<file path="src/rtl/eag_pkg.sv">
`timescale 1ns/1ps
package eag_pkg;
    localparam int WORD_W = 16;
    localparam int EXT_W  = 4;
    localparam int ADDR_W = WORD_W + EXT_W;
    localparam int OPND_W = 24;
    localparam int NIDX   = 3;
    localparam int SEL_W  = 2;
    localparam int MODE_W = 4;

    typedef enum logic [MODE_W-1:0] {
        MD_INH   = 4'd0,
        MD_EXT   = 4'd1,
        MD_EXT20 = 4'd2,
        MD_IDX8  = 4'd3,
        MD_IDX16 = 4'd4,
        MD_IDX20 = 4'd5,
        MD_ACCE  = 4'd6,
        MD_REL8  = 4'd7,
        MD_REL16 = 4'd8,
        MD_POSTX = 4'd9
    } mode_e;

    typedef enum logic {
        ST_IDLE = 1'b0,
        ST_EVAL = 1'b1
    } state_e;

    typedef enum logic [2:0] {
        SRC_NONE = 3'd0,
        SRC_ABS  = 3'd1,
        SRC_IDX  = 3'd2,
        SRC_PC   = 3'd3,
        SRC_XREG = 3'd4
    } src_e;

    typedef struct packed {
        logic [MODE_W-1:0] mode;
        logic [SEL_W-1:0]  sel;
        logic              jump;
        logic              taken;
        logic [OPND_W-1:0] opnd;
        logic [EXT_W-1:0]  ek;
        logic [ADDR_W-1:0] xw;
        logic [ADDR_W-1:0] yw;
        logic [ADDR_W-1:0] zw;
        logic [ADDR_W-1:0] pcw;
        logic [WORD_W-1:0] acc_e;
    } req_t;
endpackage

</file>
<file path="src/rtl/eag_base_sel.sv">
`timescale 1ns/1ps
module eag_base_sel #(
    parameter int N     = 3,
    parameter int W     = 20,
    parameter int SEL_W = 2
) (
    input  logic [N-1:0][W-1:0] bases,
    input  logic [SEL_W-1:0]    sel,
    output logic [W-1:0]        base,
    output logic                sel_bad
);
    logic [N-1:0] hit;

    for (genvar g = 0; g < N; g++) begin : g_hit
        assign hit[g] = (int'(sel) == g);
    end

    always_comb begin
        base = '0;
        for (int i = 0; i < N; i++) begin
            if (hit[i]) base = base | bases[i];
        end
    end

    assign sel_bad = (hit == '0);

    always_comb begin
        assert ($onehot0(hit)) else $error("base select hit more than one register");
    end
endmodule

</file>
<file path="src/rtl/eag_offset_gen.sv">
`timescale 1ns/1ps
module eag_offset_gen
    import eag_pkg::*;
(
    input  logic [MODE_W-1:0] mode,
    input  logic [OPND_W-1:0] opnd,
    input  logic [EXT_W-1:0]  ek,
    input  logic [WORD_W-1:0] acc_e,
    output logic [ADDR_W-1:0] off,
    output src_e              src,
    output logic              need_jump,
    output logic              need_taken,
    output logic              idx_used,
    output logic              bad_mode
);
    localparam int B8_PAD  = ADDR_W - 8;
    localparam int W16_PAD = ADDR_W - WORD_W;

    logic [ADDR_W-1:0] zx8, sx8, sx16, sxe, abs20, ext_abs;

    assign zx8     = {{B8_PAD{1'b0}}, opnd[7:0]};
    assign sx8     = {{B8_PAD{opnd[7]}}, opnd[7:0]};
    assign sx16    = {{W16_PAD{opnd[WORD_W-1]}}, opnd[WORD_W-1:0]};
    assign sxe     = {{W16_PAD{acc_e[WORD_W-1]}}, acc_e};
    assign abs20   = opnd[ADDR_W-1:0];
    assign ext_abs = {ek, opnd[WORD_W-1:0]};

    always_comb begin
        off        = '0;
        src        = SRC_NONE;
        need_jump  = 1'b0;
        need_taken = 1'b0;
        idx_used   = 1'b0;
        bad_mode   = 1'b0;
        unique case (mode)
            MD_INH: ;
            MD_EXT: begin
                src = SRC_ABS;
                off = ext_abs;
            end
            MD_EXT20: begin
                src       = SRC_ABS;
                off       = abs20;
                need_jump = 1'b1;
            end
            MD_IDX8: begin
                src      = SRC_IDX;
                off      = zx8;
                idx_used = 1'b1;
            end
            MD_IDX16: begin
                src      = SRC_IDX;
                off      = sx16;
                idx_used = 1'b1;
            end
            MD_IDX20: begin
                src       = SRC_IDX;
                off       = abs20;
                idx_used  = 1'b1;
                need_jump = 1'b1;
            end
            MD_ACCE: begin
                src      = SRC_IDX;
                off      = sxe;
                idx_used = 1'b1;
            end
            MD_REL8: begin
                src        = SRC_PC;
                off        = sx8;
                need_taken = 1'b1;
            end
            MD_REL16: begin
                src        = SRC_PC;
                off        = sx16;
                need_taken = 1'b1;
            end
            MD_POSTX: begin
                src = SRC_XREG;
                off = '0;
            end
            default: bad_mode = 1'b1;
        endcase
    end
endmodule

</file>
<file path="src/rtl/eag_adder.sv">
`timescale 1ns/1ps
module eag_adder #(
    parameter int W = 20
) (
    input  logic [W-1:0] a,
    input  logic [W-1:0] b,
    output logic [W-1:0] sum
);
    logic [W:0] full;
    assign full = {1'b0, a} + {1'b0, b};
    assign sum  = full[W-1:0];
endmodule

</file>
<file path="src/rtl/eag_unit.sv">
`timescale 1ns/1ps
module eag_unit
    import eag_pkg::*;
(
    input  logic              clk,
    input  logic              rst_n,
    input  logic              start,
    input  logic [3:0]        mode,
    input  logic [1:0]        idx_sel,
    input  logic              jump_op,
    input  logic              taken,
    input  logic [23:0]       opnd,
    input  logic [3:0]        ek,
    input  logic [15:0]       ix,
    input  logic [3:0]        xk,
    input  logic [15:0]       iy,
    input  logic [3:0]        yk,
    input  logic [15:0]       iz,
    input  logic [3:0]        zk,
    input  logic [15:0]       pc,
    input  logic [3:0]        pk,
    input  logic [15:0]       acc_e,
    output logic [19:0]       ea,
    output logic              ea_valid,
    output logic              illegal,
    output logic              wb_en,
    output logic [15:0]       wb_ix,
    output logic [3:0]        wb_xk
);
    localparam int PM_PAD = ADDR_W - 8;

    state_e state_q, state_d;
    req_t   req_q;

    // state register and request capture
    always_comb begin
        state_d = state_q;
        unique case (state_q)
            ST_IDLE: if (start) state_d = ST_EVAL;
            ST_EVAL: state_d = start ? ST_EVAL : ST_IDLE;
            default: state_d = ST_IDLE;
        endcase
    end

    always_ff @(posedge clk) begin
        if (!rst_n) begin
            state_q <= ST_IDLE;
            req_q   <= '0;
        end else begin
            state_q <= state_d;
            if (start) begin
                req_q.mode  <= mode;
                req_q.sel   <= idx_sel;
                req_q.jump  <= jump_op;
                req_q.taken <= taken;
                req_q.opnd  <= opnd;
                req_q.ek    <= ek;
                req_q.xw    <= {xk, ix};
                req_q.yw    <= {yk, iy};
                req_q.zw    <= {zk, iz};
                req_q.pcw   <= {pk, pc};
                req_q.acc_e <= acc_e;
            end
        end
    end

    // datapath
    logic [ADDR_W-1:0] off, base, lhs, sum, pm_off, pm_sum;
    src_e              src;
    logic              need_jump, need_taken, idx_used, bad_mode, sel_bad;

    eag_offset_gen u_off (
        .mode       (req_q.mode),
        .opnd       (req_q.opnd),
        .ek         (req_q.ek),
        .acc_e      (req_q.acc_e),
        .off        (off),
        .src        (src),
        .need_jump  (need_jump),
        .need_taken (need_taken),
        .idx_used   (idx_used),
        .bad_mode   (bad_mode)
    );

    eag_base_sel #(.N(NIDX), .W(ADDR_W), .SEL_W(SEL_W)) u_base (
        .bases   ({req_q.zw, req_q.yw, req_q.xw}),
        .sel     (req_q.sel),
        .base    (base),
        .sel_bad (sel_bad)
    );

    always_comb begin
        unique case (src)
            SRC_IDX:  lhs = base;
            SRC_PC:   lhs = req_q.pcw;
            SRC_XREG: lhs = req_q.xw;
            default:  lhs = '0;
        endcase
    end

    eag_adder #(.W(ADDR_W)) u_ea_add (
        .a   (lhs),
        .b   (off),
        .sum (sum)
    );

    assign pm_off = {{PM_PAD{req_q.opnd[7]}}, req_q.opnd[7:0]};

    eag_adder #(.W(ADDR_W)) u_pm_add (
        .a   (req_q.xw),
        .b   (pm_off),
        .sum (pm_sum)
    );

    // output process
    logic in_eval, fault, produce;
    always_comb begin
        in_eval  = (state_q == ST_EVAL);
        fault    = bad_mode | (need_jump & ~req_q.jump) | (idx_used & sel_bad);
        produce  = (src != SRC_NONE) && (!need_taken || req_q.taken);
        illegal  = in_eval & fault;
        ea_valid = in_eval & ~fault & produce;
        ea       = ea_valid ? sum : '0;
        wb_en    = in_eval & (src == SRC_XREG);
        wb_ix    = wb_en ? pm_sum[WORD_W-1:0] : '0;
        wb_xk    = wb_en ? pm_sum[ADDR_W-1:WORD_W] : '0;
    end


    idle_quiet_chk: assert property (@(posedge clk) disable iff (!rst_n)
        (state_q == ST_IDLE) |-> (!ea_valid && !illegal && !wb_en));

    start_eval_chk: assert property (@(posedge clk) disable iff (!rst_n)
        start |=> (state_q == ST_EVAL));

    drop_idle_chk: assert property (@(posedge clk) disable iff (!rst_n)
        !start |=> !ea_valid);

    not_taken_chk: assert property (@(posedge clk) disable iff (!rst_n)
        (in_eval && need_taken && !req_q.taken) |-> !ea_valid);

    postmod_ea_chk: assert property (@(posedge clk) disable iff (!rst_n)
        wb_en |-> (ea_valid && ea == req_q.xw));

    inherent_chk: assert property (@(posedge clk) disable iff (!rst_n)
        (in_eval && req_q.mode == MD_INH) |-> (!ea_valid && !illegal));

    fault_excl_chk: assert property (@(posedge clk) disable iff (!rst_n)
        illegal |-> (!ea_valid && !wb_en));

    zero_ea_chk: assert property (@(posedge clk) disable iff (!rst_n)
        !ea_valid |-> (ea == '0));
endmodule

</file>
<file path="config.mk">
export PLATFORM = sky130hd
export DESIGN_NAME = eag_unit
export DESIGN_NICKNAME = d
export VERILOG_FILES = /design/src/rtl/eag_pkg.sv /design/src/rtl/eag_base_sel.sv /design/src/rtl/eag_offset_gen.sv /design/src/rtl/eag_adder.sv /design/src/rtl/eag_unit.sv
export SDC_FILE = /design/constraint.sdc
export NUM_CORES = 1
export LEC_CHECK = 0
export ABC_CLOCK_PERIOD_IN_PS = 7100
export BUFFER_PORTS_ARGS = -buffer_cell sky130_fd_sc_hd__clkbuf_2
export CAP_MARGIN = 5
export CELL_PAD_IN_SITES_DETAIL_PLACEMENT = 0
export CELL_PAD_IN_SITES_GLOBAL_PLACEMENT = 1
export CORE_ASPECT_RATIO = 2
export CORE_MARGIN = 4
export CORE_UTILIZATION = 45
export DETAILED_ROUTE_END_ITERATION = 12
export GPL_ROUTABILITY_DRIVEN = 0
export PLACE_DENSITY_LB_ADDON = 0.1
export SYNTH_ARGS = -nofsm -noshare
export SYNTH_HDL_FRONTEND = slang
export SYNTH_SLANG_ARGS = --single-unit
</file>
<file path="constraint.sdc">
create_clock -name clk -period 7.1 [get_ports clk]
set_clock_uncertainty 0.15 [all_clocks]
set_input_delay 0.71 -clock clk [delete_from_list [all_inputs] [get_ports clk]]
set_output_delay 0.71 -clock clk [all_outputs]
set_load 0.02 [all_outputs]
</file>
==> metrics.yaml <==
worst_slack_ps: 1660
drtPass1Iterations: 4
synth_edf_count: 0
cts_resized: 0
ff_latch_area_sq_um: 2580
avgRoutedWirePerCell_um: 19.0
dp.cells: 1208
via_per_inst: 5.52
final_core_util_pct: 54.9
rsz0062_at_grt: "false"
hold_viol_final: 0
drv_cap: 0
syn_nets: 1048
comb_power_share_pct: 15.0
grt_max_degree: 130
slew_headroom_pct: 28.1
async_flop_share_pct: 0
ios: 178
startpoint_type: "flop"
fmax_mhz: 184
hp-class: "reg -> reg"
setup_viol: 0
rows: 68
dpl_cell_area_sq_um: 8890
p_clk_share_pct: 44.4
holdBufCountCts: 0
setup_tns_ps: 0
synth_seq_cells: 129
multi_input_area_sq_um: 5070
period_share_pct: 76.5
path_clk_slew_ps: 60
p_sw_share_pct: 26.0
worstPathArrival_ps: 4580
p_leak_nw: 4.41
cp.required_ps: 6240
met1_length_um: 9120
dr_wl_met3_um: 988
slew_violations: 0
place_hpwl_um: 18100
status: "completed"
antenna_found_initial: 0
drc: 0
final_cells: 1240
pre_cts_ws_ps: 2100
ctsRootBufferMaster: "clkbuf_16"
peakVddDrop_mv: 0.177
grt_pass1_vias: 6769
synth_area_sq_um: 7940
ys_seq_area_share_pct: 32.5
drt.antenna.violating_nets: 0
syn_to_final_growth_pct: 19.5
wl_met2_um: 12700
grt_pass1_wl_um: 36400
port_buffers: 173
tritoncts: "done"
antenna_cells: 0
tightest_slew_ps: 1080
drive_gt1_share_pct: 22.0
min_period_ps: 5440
htreeDepth: 4
initialDrtViolationCount: 273
synthCells: 873
crit_path_max_fanout: 19
overflow: 0
initial_core_util_pct: 46.0
numCtsBuffers: 17
top_layer_used: "met4"
route.vias.total: 6846
post_synth.cell_area_avg_sq_um: 9.10
die_w_um: 102
design_area_sq_um: 9490
drt-total-wl_um: 23500
nNetsFinal: 1192
core_sq_um: 17300
die_h_um: 196
setup.worst_path.class: "reg -> out"
cts.repair_timing.setup_buffer_count: 0
track_usage_pct: 23.7
clockBufferDepth: 2
yosys_warnings: 0
p_per_area_nw_per_um2: 209
synth_top_flop_cell: "dfxtp_1"
worstSetupEndpointType: "output pin"
p_int_mw: 1.47
seqPwrFrac_pct: 40.6
ys_types: 63
fillers: 1685
numClockSinks: 129
clk_latency_ps: 410
die-area_sq_um: 20000
power.switching_uw: 516
[per-stage QoR]
stage	hold slack, ps	total power, mW
after floorplan	332	1.02
after global placement	345	1.12
after detailed placement	356	1.12
after CTS	369	2.00
after global routing	393	2.07
final	365	1.99
[flip-flops by register name (all words and copies together), names as in the netlist]
register,count
pm_off,8
req_q,120
in_eval,1
[placed cells by master, fill, tap and decap left out, drive strengths merged, types with 12 or more instances in the layout]
cell type  instances
nand3             12
ha                38
nor2              61
a21oi             29
o21ai             21
a221o             29
nor3              12
dfxtp            129
mux2i            137
nor2b            132
inv               16
a22oi             21
clkbuf           195
nand2             29
a21o              16
[kinds of logic after synthesis]
kind of cell             after synthesis  synth area share (%)
AO/OA/AOI/OAI                        181                  17.2
multiplexers                         138                  17.4
XOR/XNOR                              20                  2.21
flip-flops                           129                  32.5
buffers and inverters                 69                  3.67
AND/OR/NAND/NOR                      296                  20.5
adder cells (fa/ha/maj)               40                  6.49
[final timing paths]
path,cells after the start,startpoint,endpoint,slack (ps)
setup / recovery,14,req_q[130],ea[16],1660
hold / removal,2,req_q[60],req_q[60],360
setup reg to reg,2,pm_off[7],pm_off[7],5780
hold reg to reg,2,req_q[60],req_q[60],360
[cells in the mapped netlist (3+ instances only)]
cell,number,area [sq um]
or3_1,3,18.8
a221o_1,29,290
o211ai_1,3,22.5
a31oi_1,3,18.8
and2_1,7,43.8
a21boi_0,3,22.5
a22oi_1,21,158
nand2_1,29,109
mux2i_1,137,1370
nor2_1,61,229
a22o_1,7,61.3
nor3_1,12,60.1
xnor2_1,11,96.3
buf_6,3,33.8
nand3_1,12,60.1
a211oi_1,7,52.6
dfxtp_1,129,2580
nand2b_1,4,25.0
a21o_1,16,120
or2_2,6,37.5
a221oi_1,3,26.3
o31ai_1,5,37.5
and3_1,5,31.3
ha_1,38,475
nor2b_1,132,826
nor4_1,4,25.0
a31o_2,4,35.0
o21bai_1,4,30.0
nand4_1,8,50.1
clkbuf_1,33,124
buf_1,13,48.8
nor3b_1,5,37.5
o21ai_0,20,100
inv_1,16,60.1
o21a_1,6,45.0
xor2_1,9,78.8
a21oi_1,29,145
[worst max-delay path: stages, from the launching register on]
cell and delay [ps]:
dfxtp_1 590, a21bo_2 290, a21oi_1 170, a21o_1 640, a221o_1 270, ha_1 180, inv_1 60, fa_1 370
nor2b_1 260, o21ai_0 210, a21boi_0 410, a31oi_1 190, nand3b_1 110, nor3b_1 180, clkbuf_2 220
[cell type report]
type | count | share of cell area [%]
Sequential cell | 129 | 27.2
Tap cell | 210 | 2.77
Inverter | 16 | 0.633
Clock inverter | 9 | 1.09
Clock buffer | 23 | 5.25
Multi-Input combinational cell | 675 | 53.5
Timing Repair Buffer | 178 | 9.58
[power groups by stage]
stage | sequential (mW) | clock, mW | combinational (mW)
floorplan | 0.804 | 0 | 0.214
global placement | 0.821 | 0 | 0.297
detailed placement | 0.822 | 0 | 0.298
CTS | 0.807 | 0.899 | 0.299
global route | 0.812 | 0.930 | 0.330
finish | 0.807 | 0.881 | 0.297
[per-layer routing]
metal / vias to the layer above / global-route usage [%]
met5: - / 0
met4: 0 / 9.20
met3: 30 / 3.95
met2: 172 / 43.4
met1: 3193 / 26.7
li1: 3451 / -
No activity file was read; power rests on OpenSTA's default activity.
